File: config.mk
export PLATFORM = sky130hd
export DESIGN_NAME = gpio_irq_ctrl
export DESIGN_NICKNAME = d
export VERILOG_FILES = /design/src/rtl/gpio_pkg.sv /design/src/rtl/gpio_sync.sv /design/src/rtl/gpio_sense.sv /design/src/rtl/gpio_pend.sv /design/src/rtl/gpio_regs.sv /design/src/rtl/gpio_irq_ctrl.sv
export SDC_FILE = /design/constraint.sdc
export NUM_CORES = 1
export LEC_CHECK = 0
export BUFFER_PORTS_ARGS = -buffer_cell sky130_fd_sc_hd__buf_2
export CORE_MARGIN = 2
export CORE_UTILIZATION = 57
export CTS_CLUSTER_SIZE = 12
export DETAILED_ROUTE_END_ITERATION = 8
export MAX_ROUTING_LAYER = met4
export PLACE_DENSITY_LB_ADDON = 0.25
export SLEW_MARGIN = 40
export SYNTH_ARGS = -nofsm -noshare
export SYNTH_HDL_FRONTEND = slang
export SYNTH_SLANG_ARGS = --single-unit
File: constraint.sdc
create_clock -name clk -period 5.2 [get_ports clk]
set_clock_uncertainty 0.2 [all_clocks]
set_input_delay 0.78 -clock clk [delete_from_list [all_inputs] [get_ports clk]]
set_output_delay 0.78 -clock clk [all_outputs]
set_load 0.02 [all_outputs]
File: src/rtl/gpio_pkg.sv
package gpio_pkg;
  localparam logic [7:0] OFS_DIR  = 8'h00;
  localparam logic [7:0] OFS_IN   = 8'h08;
  localparam logic [7:0] OFS_OUT  = 8'h10;
  localparam logic [7:0] OFS_SET  = 8'h18;
  localparam logic [7:0] OFS_CLR  = 8'h20;
  localparam logic [7:0] OFS_MODE = 8'h30;
  localparam logic [7:0] OFS_PEND = 8'h38;

  typedef enum logic [2:0] {
    SEL_NONE, SEL_DIR, SEL_IN, SEL_OUT, SEL_SET, SEL_CLR, SEL_MODE, SEL_PEND
  } reg_sel_e;
endpackage

File: src/rtl/gpio_sync.sv
module gpio_sync #(
  parameter int W = 16
) (
  input  logic         clk,
  input  logic         rst_n,
  input  logic [W-1:0] raw,
  output logic [W-1:0] lvl,
  output logic [W-1:0] prev
);
  logic [W-1:0] meta_q, sync_q, hist_q;

  always_ff @(posedge clk or negedge rst_n) begin
    if (!rst_n) begin
      meta_q <= '0;
      sync_q <= '0;
      hist_q <= '0;
    end else begin
      meta_q <= raw;
      sync_q <= meta_q;
      hist_q <= sync_q;
    end
  end

  assign lvl  = sync_q;
  assign prev = hist_q;
endmodule

File: src/rtl/gpio_sense.sv
module gpio_sense #(
  parameter int W = 16
) (
  input  logic [W-1:0] lvl,
  input  logic [W-1:0] prev,
  input  logic [W-1:0] odata,
  input  logic [W-1:0] imode,
  output logic [W-1:0] evt,
  output logic [W-1:0] act
);
  for (genvar g = 0; g < W; g++) begin : g_pin
    logic rise, fall;
    assign rise   = lvl[g] & ~prev[g];
    assign fall   = ~lvl[g] & prev[g];
    assign evt[g] = imode[g] ? (rise | fall) : (odata[g] ? fall : rise);
    assign act[g] = lvl[g] ^ odata[g];
  end
endmodule

File: src/rtl/gpio_pend.sv
module gpio_pend #(
  parameter int W = 16
) (
  input  logic         clk,
  input  logic         rst_n,
  input  logic [W-1:0] set_i,
  input  logic [W-1:0] clr_i,
  output logic [W-1:0] pend
);
  logic [W-1:0] pend_q;

  always_ff @(posedge clk or negedge rst_n) begin
    if (!rst_n) pend_q <= '0;
    else        pend_q <= (pend_q & ~clr_i) | set_i;
  end

  assign pend = pend_q;
endmodule

File: src/rtl/gpio_regs.sv
module gpio_regs
  import gpio_pkg::*;
#(
  parameter int W        = 16,
  parameter int DW       = 32,
  parameter int AW       = 8,
  parameter bit EDGE_IRQ = 1'b1
) (
  input  logic          clk,
  input  logic          rst_n,
  input  logic [AW-1:0] bus_addr,
  input  logic          bus_we,
  input  logic [DW-1:0] bus_wdata,
  output logic [DW-1:0] bus_rdata,
  input  logic [W-1:0]  pin_lvl,
  input  logic [W-1:0]  pend,
  output logic [W-1:0]  dir_q,
  output logic [W-1:0]  odata_q,
  output logic [W-1:0]  imode_q,
  output logic [W-1:0]  pend_clr
);
  reg_sel_e     sel;
  logic [W-1:0] wbits;
  logic         unused_wdata;

  assign wbits        = bus_wdata[W-1:0];
  assign unused_wdata = ^bus_wdata;

  always_comb begin
    sel = SEL_NONE;
    if      (bus_addr == AW'(OFS_DIR))              sel = SEL_DIR;
    else if (bus_addr == AW'(OFS_IN))               sel = SEL_IN;
    else if (bus_addr == AW'(OFS_OUT))              sel = SEL_OUT;
    else if (bus_addr == AW'(OFS_SET))              sel = SEL_SET;
    else if (bus_addr == AW'(OFS_CLR))              sel = SEL_CLR;
    else if (bus_addr == AW'(OFS_MODE))             sel = SEL_MODE;
    else if (EDGE_IRQ && bus_addr == AW'(OFS_PEND)) sel = SEL_PEND;
  end

  always_ff @(posedge clk or negedge rst_n) begin
    if (!rst_n) begin
      dir_q   <= '0;
      odata_q <= '0;
      imode_q <= '0;
    end else if (bus_we) begin
      case (sel)
        SEL_DIR:  dir_q   <= wbits;
        SEL_OUT:  odata_q <= wbits;
        SEL_SET:  odata_q <= odata_q | wbits;
        SEL_CLR:  odata_q <= odata_q & ~wbits;
        SEL_MODE: imode_q <= wbits;
        default:  ;
      endcase
    end
  end

  assign pend_clr = (bus_we && sel == SEL_PEND) ? wbits : '0;

  always_comb begin
    case (sel)
      SEL_DIR:  bus_rdata = DW'(dir_q);
      SEL_IN:   bus_rdata = DW'(pin_lvl);
      SEL_OUT:  bus_rdata = DW'(odata_q);
      SEL_MODE: bus_rdata = DW'(imode_q);
      SEL_PEND: bus_rdata = DW'(pend);
      default:  bus_rdata = '0;
    endcase
  end
endmodule

File: src/rtl/gpio_irq_ctrl.sv
module gpio_irq_ctrl #(
  parameter int NPINS    = 16,
  parameter int DW       = 32,
  parameter int AW       = 8,
  parameter bit EDGE_IRQ = 1'b1
) (
  input  logic             clk,
  input  logic             rst_n,
  input  logic [AW-1:0]    bus_addr,
  input  logic             bus_we,
  input  logic [DW-1:0]    bus_wdata,
  output logic [DW-1:0]    bus_rdata,
  input  logic [NPINS-1:0] pin_in,
  output logic [NPINS-1:0] pin_out,
  output logic [NPINS-1:0] pin_oe,
  output logic [NPINS-1:0] irq
);
  logic [NPINS-1:0] lvl, prev, dir_q, odata_q, imode_q, pend_clr, pend, evt;

  gpio_sync #(.W(NPINS)) u_sync (
    .clk(clk), .rst_n(rst_n), .raw(pin_in), .lvl(lvl), .prev(prev)
  );

  gpio_regs #(.W(NPINS), .DW(DW), .AW(AW), .EDGE_IRQ(EDGE_IRQ)) u_regs (
    .clk(clk), .rst_n(rst_n), .bus_addr(bus_addr), .bus_we(bus_we),
    .bus_wdata(bus_wdata), .bus_rdata(bus_rdata), .pin_lvl(lvl), .pend(pend),
    .dir_q(dir_q), .odata_q(odata_q), .imode_q(imode_q), .pend_clr(pend_clr)
  );

  if (EDGE_IRQ) begin : g_edge
    logic [NPINS-1:0] act_unused;
    gpio_sense #(.W(NPINS)) u_sense (
      .lvl(lvl), .prev(prev), .odata(odata_q), .imode(imode_q),
      .evt(evt), .act(act_unused)
    );
    gpio_pend #(.W(NPINS)) u_pend (
      .clk(clk), .rst_n(rst_n), .set_i(evt), .clr_i(pend_clr), .pend(pend)
    );
    assign irq = pend;
  end else begin : g_level
    logic [NPINS-1:0] act;
    logic [NPINS-1:0] clr_unused;
    gpio_sense #(.W(NPINS)) u_sense (
      .lvl(lvl), .prev(prev), .odata(odata_q), .imode(imode_q),
      .evt(evt), .act(act)
    );
    assign clr_unused = pend_clr;
    assign pend       = '0;
    for (genvar g = 0; g < NPINS; g++) begin : g_sel
      assign irq[g] = imode_q[g] ? evt[g] : act[g];
    end
  end

  assign pin_out = odata_q;
  assign pin_oe  = dir_q;
endmodule

==> results <==
- Summed over all layers, the global routing overflow is 0.
- The buffer depth of the longest clock path is 2.
- The analysis attributes to net switching a power of 0.462 mW.
- The startpoint of the tightest hold check path is u_sync.meta_q[7].
- The detail-routed net length per standard cell is 18.7 um.
- The minimum hold slack is 0.158 ns.
- In this run, synthesis inferred 0 flip-flops with an integrated enable.
- The maximum frequency from static timing analysis is 0.267 GHz.
- Hold repair after CTS inserted 0 buffers.
- The TritonCTS clock tree is yes.
- The root buffer cell is clkbuf_8.
- The overall routing resource usage is 27.3%.
- The CTS H-tree depth is 3.
- Detailed placement ended at an HPWL of 8.46 mm.
- Dividing total power by cell area gives a power density of 270 nW/um^2.
- The die outline width is 101 um.
- After detailed routing, no signal wire sits above met4.
- The number of max-slew violations in the final report is 0.
- The final-report setup violation count is 0.
- The share of layout cells above drive strength 1 is 27.0%.
- The count of buffers added by post-CTS timing repair for setup is 0.
- Counting the buffers created by CTS gives 9.
- The starting density of the core is 58.4%.
- The number of hold violations in the final report is 0.
- The mean post-synth cell area is 11.3 um^2.
- For the finished layout, the period the worst path requires is 3.75 ns.
- After the last flow step, the layout net total stands at 672.
- The run finished with clean final reports.
- Measured against its own limit, the worst slew margin works out to 44.4%.
- Setup repair after global routing left no endpoint under its margin.
- During placement, the flow inserted port buffers numbering 106.
- The largest fanout of any net on the critical path is 16.
- Adding up every negative setup slack in the final design gives 0 ns.
- The count of routing violations after the opening detailed-route iteration is 257.
- The I/O pin total is 139.
- Clock latency on the worst-skew pair, taken at its later pin, is 0.36 ns.
- The endpoint identified for the worst register-to-register timing path is g_edge.u_pend.pend[2].
- The total chip power is 1.67 mW.
- The weighted congestion at the end of routability-driven global placement is 0.801.
- During synthesis, Yosys emitted a total of 0 warnings.
- The wire length on met2 is 6.27 mm.
- The post-route antenna net violation count is 0.
- The clock sink total is 112.
- The detailed-route vias per instance is 5.93.
- STA classifies the critical path endpoint as an output port.
- Net switching is 27.7% of the power.
- The share of async-settable or async-resettable flops after synthesis is 100%.
- The number of global-route vias before repair came to 3,979.
- The detailed-route via count is 4,134.
- The clock network accounts for 31.6% of the total power.
- The floorplan has 35 rows.
- The vertical die dimension is 101 um.
- The worst setup path is launched from a primary input.
- The met3 wire length is 875 um.
- In the synthesized netlist the dominant register cell turns out to be dfrtp_1.
- The part of the power in combinational logic is 11.5%.
- The sequential share of power is 57.0%.
- The met1 wire length is 5.66 mm.
- The count of unresolved DRC violations after routing is 0.
- In this run, synthesis produced a sequential element count of 112.
- The setup check on the worst reg-to-reg path leaves a slack of 3.62 ns.
- Of the available clock period, the critical path in the final layout requires 72.1%.
- The endpoint of the worst hold-timing path is u_sync.lvl[7].
- The global-route wire length before repair is 20.5 mm.
- The routed design has 13.0 mm of wire.
- The share of synthesized area occupied by flip-flops and latches is 52.2%.
- The class of the tightest hold or removal check is reg2reg.
- Summed over all cells, the static leakage comes to 3.11 nW.
- The synthesized netlist occupies a cell area of 5370 um^2.
- Before antenna repair, the detailed router went through 5 iterations.
- Synthesis produced 475 cells.
- By startpoint and endpoint, the worst setup path is classified as in2out.
- After clock tree synthesis, the clock-pin slew on the worst setup and hold paths is 0.10 ns.
- The data required time at the worst endpoint is 4.22 ns.
- For the pin with the worst max-slew slack, the measured transition is 0.828 ns.
- Yosys mapped the design onto 35 distinct sky130hd cell types.
- The start of the worst register-to-register path is u_sync.lvl[2].
- The number of antenna diodes in the final layout is 0.
- The maximum vdd ir drop is 0.173 mV.
- Compared with the post-synthesis result, the final layout area differs by 15.5%.
- For the worst setup path, the data arrival time is 2.77 ns.
- The pin count of the biggest net entering global routing is 83.
- The depth of the most critical reg-to-reg path is 5.
- The initial antenna violation count came to 0.
- Along the worst hold path, the cell count comes to 0.
- The placeable core region is 9200 um^2.
- The internal portion of total power is 1.21 mW.
- The number of gates resized after CTS was 0.
- The die footprint is 10,200 um^2.
- The number of max-cap violations is 0.
-- sequential cells by signal, indices dropped and copies added (netlist names) --
signal              count
g_edge.u_pend.pend     16
u_regs.dir_q           16
u_regs.imode_q         16
u_regs.odata_q         16
u_sync.lvl             16
u_sync.meta_q          16
u_sync.prev            16
-- logic make-up after synthesis --
kind of cell | after synthesis | share of synthesized area [%]
mux | 16 | 4.05
flops | 112 | 52.2
fa+ha+maj | 32 | 7.46
other cells | 1 | 0.0698
simple gates | 66 | 7.01
buf+inv | 86 | 7.62
compound gates | 162 | 21.6
-- layer usage --
| metal | GRT usage (%) | vias up |
|---|---|---|
| met4 | 7.17 | 0 |
| met3 | 4.79 | 21 |
| li1 | - | 1877 |
| met2 | 42.1 | 181 |
| met5 | - | - |
| met1 | 37.9 | 2055 |
-- metrics by stage --
stage | cells | worst slack, ns | util [%] | cell area (um^2)
after floorplan | 490 | 2.11 | - | 5430
after global placement | 679 | 1.41 | 64.8 | 5960
after detailed placement | 679 | 1.23 | 65.0 | 5980
after CTS | 695 | 1.22 | 67.2 | 6180
after global routing | 697 | 1.32 | 67.5 | 6200
final | 697 | 1.45 | 67.5 | 6200
-- how the worst max path moves through the flow --
stage,startpoint,end,slack (ns),depth (start not counted)
floorplan,bus_addr[4],bus_rdata[4],2.11,6
global route,bus_addr[2],bus_rdata[7],1.32,6
detailed placement,bus_addr[2],bus_rdata[7],1.23,6
global placement,bus_addr[2],bus_rdata[9],1.41,6
CTS,bus_addr[2],bus_rdata[7],1.22,6
finish,bus_addr[2],bus_rdata[4],1.45,6
-- synth_stat cells (3+ instances only) --
cell type | number | share of area [%]
nand2_1 | 33 | 2.3
a211oi_1 | 16 | 2.2
o21ai_0 | 31 | 2.9
mux2_2 | 6 | 1.3
a22o_1 | 32 | 5.2
a21o_1 | 32 | 4.5
a22oi_1 | 16 | 2.2
dfrtp_1 | 112 | 52
ha_1 | 32 | 7.5
mux2_4 | 10 | 2.8
clkbuf_1 | 15 | 1.0
a32oi_1 | 16 | 2.6
nor2b_1 | 17 | 2.0
inv_1 | 49 | 3.4
buf_4 | 17 | 2.4
buf_2 | 3 | 0.28
a21oi_1 | 16 | 1.5
-- critical path, stage by stage --
cell	delay, ns
buf_2	0.10
nor3_1	0.68
and3_2	0.66
a22oi_1	0.16
o21ai_0	0.16
buf_2	0.22
-- power groups by stage --
stage	clock network, mW	registers (mW)	logic, mW
CTS	0.538	0.951	0.192
detailed placement	0	0.969	0.191
floorplan	0	0.978	0.0964
global placement	0	0.965	0.182
finish	0.528	0.952	0.191
global route	0.576	0.958	0.214
-- layout by cell type (no fill, tap or decap), types with 2 or more instances in the layout --
cell        instances
a211oi_1           16
ha_1               32
and3_2              2
nor4_4              2
mux2_2              6
buf_6               2
a22oi_1            16
a32oi_1            16
buf_4              10
clkbuf_8            9
buf_2             105
a21o_1             32
nor2b_1            17
nand2_1            33
inv_6               3
dfrtp_1           112
conb_1             16
o21ai_0            31
a22o_1             32
a21oi_1            16
clkinvlp_4          2
inv_1              49
mux2_4             10
-- final cells by class --
cell class | count | area [um^2]
fillers | 732 | 2990
repair buffers | 117 | 623
inverters | 49 | 184
well taps | 111 | 139
clock buffers | 9 | 124
clock inverters | 7 | 76.3
multi-input cells | 292 | 2250
flip-flops and latches | 112 | 2800
Power figures use the tool's default switching activity.
